$ cat src/rtl/imm_branch_decoder.sv
module imm_branch_decoder #(
  parameter int IMM_W = 16,
  parameter logic [3:0] GROUP_ID = 4'd2,
  parameter logic [3:0] PC_DEST = 4'd1
) (
  input  logic             clk,
  input  logic             rst_n,
  input  logic             instr_valid,
  input  logic [15:0]      instr_word,
  input  logic [IMM_W-1:0] imm_word,
  input  logic [7:0]       flags,
  output logic             pc_load,
  output logic [IMM_W-1:0] pc_target,
  output logic             br_skip,
  output logic             alu_req,
  output logic [3:0]       alu_op,
  output logic [3:0]       alu_src,
  output logic [3:0]       alu_dst,
  output logic [IMM_W-1:0] alu_imm
);
  logic [3:0] grp, cnd, opr, dst;
  assign {grp, cnd, opr, dst} = instr_word;

  logic       mine, to_pc;
  logic [2:0] fidx;
  logic       fsel, cond_ok;

  assign mine  = instr_valid && (grp == GROUP_ID);
  assign to_pc = (dst == PC_DEST);
  // odd code c tests bit (c-1)/2 set, even code tests bit (c-2)/2 clear
  assign fidx  = cnd[0] ? cnd[3:1] : cnd[3:1] - 3'd1;
  assign fsel  = flags[fidx];
  assign cond_ok = (cnd == 4'd0) ? 1'b1 : (cnd[0] ? fsel : ~fsel);

  always_ff @(posedge clk) begin
    if (!rst_n) begin
      pc_load <= 1'b0;
      br_skip <= 1'b0;
      alu_req <= 1'b0;
    end else begin
      pc_load <= mine && to_pc && cond_ok;
      br_skip <= mine && to_pc && !cond_ok;
      alu_req <= mine && !to_pc;
    end
  end

  always_ff @(posedge clk) begin
    if (mine && to_pc) pc_target <= imm_word;
    if (mine && !to_pc) begin
      alu_op  <= cnd;
      alu_src <= opr;
      alu_dst <= dst;
      alu_imm <= imm_word;
    end
  end
endmodule

$ cat config.mk
export PLATFORM = sky130hd
export DESIGN_NAME = imm_branch_decoder
export DESIGN_NICKNAME = d
export VERILOG_FILES = /design/src/rtl/imm_branch_decoder.sv
export SDC_FILE = /design/constraint.sdc
export NUM_CORES = 1
export LEC_CHECK = 0
export BUFFER_PORTS_ARGS = -buffer_cell sky130_fd_sc_hd__buf_2
export CAP_MARGIN = 25
export CORE_MARGIN = 10
export CORE_UTILIZATION = 25
export CTS_CLUSTER_DIAMETER = 120
export DETAILED_ROUTE_END_ITERATION = 16
export GPL_ROUTABILITY_DRIVEN = 0
export SLEW_MARGIN = 10
export SYNTH_ARGS = -nofsm -noshare
export SYNTH_HDL_FRONTEND = slang
export SYNTH_SLANG_ARGS = --single-unit
$ cat constraint.sdc
create_clock -name clk -period 5.2 [get_ports clk]
set_clock_uncertainty 0.15 [all_clocks]
set_input_delay 1.3 -clock clk [delete_from_list [all_inputs] [get_ports clk]]
set_output_delay 1.3 -clock clk [all_outputs]
set_load 0.01 [all_outputs]
Yosys cells after proc, flatten, opt, wreduce, memory -nomap -nowiden --
Cells that the tools add are included.
Storage, ports and cells: register bits 47, memories kept 0, latch bits 0, output and inout port bits 47, input bits 43, bits in writable memories 0, ROM bits 0
Operators by class: add/sub/neg operators 1, reductions and logical operators 8, shift-type cells 0, magnitude comparators 1, div/mod/pow operators 0, multiply operators 0, multiplexer cells 5, eq/ne operators 2, bitwise gates (word level) 1
Operator list (number):
- $logic_and A1 B1 Y1 | 5
- $eq A4 B1 Y1 const B | 1
- $eq A4 B2 Y1 const B | 1
- $logic_not A4 Y1 | 1
- $lt A3 B4 Y1 const B | 1
- $bmux W1 S3 | 1
- $mux W1 | 3
- $mux W3 | 1
- $sub A3 B1 Y3 const B | 1
- $logic_not A1 Y1 | 2
- $not A1 Y1 | 1

Depth between registers and ports, before layout --
depth after elaboration 9, mapped depth 8, mapped depth without buffers 8

Least setup slack after synthesis --
No wires, ideal clock.
path kind input to register, from in instr_word[12], to reg alu_dst[0] (enable), buffers on the path 0, data arrival time 2923 ps, path slack 1713 ps, library setup time 414 ps, required time 4636 ps, stages on the path 3, path through nor4b_1 nand2_1 nor2_1
On the way: longest elaborated chain between the ends 3
Ends and longest elaborated chain:
- from (decl) | line 9 | input logic [15:0] instr_word,
- $eq A4 B2 Y1 | line 28 | assign mine = instr_valid && (grp == GROUP_ID);
- $logic_and A1 B1 Y1 | line 28
- $logic_and A1 B1 Y1 | line 49 | if (mine && !to_pc) begin
- to (signal assigned) | line 52 | alu_dst <= dst;
- to (decl) | line 18 | output logic [3:0] alu_dst,
Every way passes these cells. A chain may end at the register's enable or synchronous reset.

Final worst setup path --
from in instr_word[9], to reg br_skip
On the way: longest elaborated chain between the ends 9, elaborated cells on any way between the ends 10, classes of those cells add/sub (1); mux (5); bitwise (1); reduce/logical (3)
Ends and longest elaborated chain:
- $sub A3 B1 Y3 | line 31 | assign fidx = cnd[0] ? cnd[3:1] : cnd[3:1] - 3'd1;
- $mux W3 | line 31
- $bmux W1 S3 | line 32 | assign fsel = flags[fidx];
- $mux W1 (implied by the code) | line 32
- $not A1 Y1 | line 33 | assign cond_ok = (cnd == 4'd0) ? 1'b1 : (cnd[0] ? fsel : ~fsel);
- $mux W1 | line 33
- $mux W1 (*) | line 33
- $logic_not A1 Y1 (*) | line 42 | br_skip <= mine && to_pc && !cond_ok;
- $logic_and A1 B1 Y1 (*) | line 42
- to (signal assigned) | line 42
- to (decl) | line 14 | output logic br_skip,
Every way passes the cells marked *; elsewhere a longest branch is shown, timed or not. The select of a mux whose other input is x is not followed.

==> flow_summary_export.csv <==
group,metric,value,unit
placed_design,dp_hpwl,3185,um
logic_synthesis,syn_area,1577,um^2
floorplan,num_rows,28,
sta,grt_setup_unrepaired,"false",
global_route,overflow,0,
route,viasPerCell,3.984,
layout,area_growth,40.48,%
sta,timing.fmax,0.3392,GHz
worst_setup_path,critPathCaptureType,"flop",
logic_synthesis,syn_inst,70,
power_and_ir_drop,ir_drop,0.0001037,V
sta,fin_crit,2948,ps
layout,seqCellArea,1381,um^2
clocking,path_clk_slew,80,ps
sta,period_share,56.70,%
floorplan,die_x,99.41,um
clocking,clk_root_buffer_cell,"clkbuf_8",
hold_path,hp-start,"instr_word[6]",
hold_path,hold_depth,1,
placed_design,dpl-instance-area,2126,um^2
layout,final_common_cell,"buf_2",
power_and_ir_drop,leakage,0.0009177,uW
logic_synthesis,async_flop_share,0,%
clocking,numClockSinks,47,
logic_synthesis,yosys_warnings,0,
hold_path,hold_path_class,"in2reg",
route,drt-initial-drc-count,12,
route,wl_per_cell,16.13,um
hold_path,hold-path-endpoint,"alu_src[2]",
layout,nFillCells,612,
clocking,ctsHoldBuffers,0,
global_route,grt_util_met3,6.298,%
sta,relSlewSlack,46.67,%
logic_synthesis,syn-num-nets,115,
logic_synthesis,ys_seq_elements,47,
layout,final_cell_mix,"buf_2, edfxtp_1, clkbuf_8, nand2_1, dfxtp_1",
worst_setup_path,crit_type,"in2reg",
floorplan,dieArea,9882,um^2
route,vias,976,
outcome,status,"finished clean",
worst_setup_path,crit_family,"multiplexers",
sta,hold_viol,0,
clocking,post_cts_buffers,0,
worst_setup_path,critPathArrivalTime,3030,ps
logic_synthesis,synth-edff-count,44,
global_route,grtUsageMet2,12.78,%
power_and_ir_drop,p_per_area,300.1,nW/um^2
route,drt-total-wl,3952,um
logic_synthesis,synth_top_area_cell,"edfxtp_1",
logic_synthesis,synth_ff_type,"edfxtp_1",
worst_setup_path,slowest_stage,"mux4_1",
worst_setup_path,cp-start-kind,"input pin",
route,route.detailed.drc,0,
clocking,cts-htree-levels,2,
layout,fin_nets,212,
global_route,grt_pass1_vias,1089,
global_route,grt.busiest_layer,"met2",
floorplan,start_util,26.16,%
layout,final_area,2215,um^2
global_route,grt_usage,7.801,%
worst_setup_path,critPathMostFrequentCell,"mux2i_1",
logic_synthesis,synth_area_per_cell,22.52,um^2
layout,multi_input_area,186.4,um^2
global_route,antenna_found_initial,3,
sta,finalSetupViolCount,0,
layout,drive_gt1_share,58.33,%
route,drt_pass1_iterations,3,
global_route,gr-usage-met1,7.277,%
global_route,grt_pass1_wl,5906,um
sta,worst_slew_pin_slew,799.9,ps
flow_run,drv_cap,0,
global_route,grt_max_degree,30,
worst_setup_path,crit_chain,"buf_2 > inv_1 > ha_1 > mux2i_1 > mux4_1 > mux2i_1 > xnor2_1 > and3b_1",
floorplan,die_h,99.41,um
sta,tns,0,ps
worst_setup_path,slowest_delay,580,ps
route,detail-route-antenna-nets,0,
clocking,clk_path_buf_depth,2,
logic_synthesis,yosys-top-cells-area,"edfxtp_1, dfxtp_1, mux4_1",
worst_setup_path,worst-path-buf-inv,2,
logic_synthesis,synth_top_area_share,83.81,%
clocking,cts_tree,"done",
placed_design,dp.cells,235,
logic_synthesis,synth_seq_area_share,87.62,%
layout,layout.cells.non_filler,245,
clocking,ctsResizeCount,0,
worst_setup_path,worstPathRequired,5290,ps
floorplan,core-area,6026,um^2
worst_setup_path,path_max_fanout,2,
clocking,cts_made_buffers,5,
floorplan,pin_count,90,
logic_synthesis,synth.distinct_cells,16,
sta,finalMaxSlewViolations,0,
placed_design,io_buffers,89,
## sequential cells by signal (all words and copies together), names as in the netlist
register and cells:
alu_op 4, alu_src 4, alu_dst 4, pc_target 16, alu_req 1, alu_imm 16, pc_load 1, br_skip 1
## synthesized netlist by cell type (all sizes together), types with 2 or more instances
master   n
edfxtp  44
inv      3
nor4b    2
mux4     2
nor2     2
dfxtp    3
xnor2    2
nand2    3
mux2i    2
ha       2
## metal layers
layer / vias up / routed length (um)
met5: - / 13
met2: 53 / 1924
met3: 5 / 544
li1: 473 / -
met1: 443 / 1439
met4: 2 / 29
## per-stage QoR
stage          setup slack [ps]  hold WS, ps  power [uW]  utilization [%]
6_report                   2252         1033       664.5            36.75
3_3_place_gp               1984         1327       466.3            35.28
2_1_floorplan              1713         1249       442.8                -
4_1_cts                    2225         1021       674.8            36.67
3_5_place_dp               1915         1329       467.8            35.28
5_1_grt                    2047         1013       699.1            36.67
## final cells by class
type | count | area share [%]
flip-flops and latches | 47 | 62.37
repair buffers | 90 | 20.45
multi-input cells | 20 | 8.418
well taps | 75 | 4.237
clock buffers | 5 | 3.107
clock inverters | 3 | 0.6780
inverters | 3 | 0.5085
diodes | 2 | 0.2260
## how the worst max path moves through the flow
stage                         from         end  slack (ps)  cells past startpoint
finish               instr_word[9]     br_skip        2250                      8
detailed placement   instr_word[1]     br_skip        1910                      5
global route         instr_word[1]     br_skip        2050                      5
floorplan           instr_word[12]  alu_dst[0]        1710                      3
global placement     instr_word[9]     br_skip        1980                      8
CTS                  instr_word[1]     br_skip        2230                      5
## where the power goes
part           leakage, uW  total (uW)  internal [uW]  switching (uW)
clock            0.0000392         206           91.4             115
sequential        0.000421         418            417           0.941
combinational     0.000458        39.8           21.8            18.0
total             0.000918         665            531             134
## cells by family (layout without fill, tap and decap cells)
group           after synthesis  in the layout  synth area share (%)
compound gates                1              1                0.3172
simple gates                 11             11                 4.049
buf+inv                       3            101                0.7142
fa+ha+maj                     2              2                 1.587
flops                        47             47                 87.62
other cells                   0              2                     0
mux                           4              4                 4.603
xor+xnor                      2              2                 1.111
(Power assumes the default switching activity.)
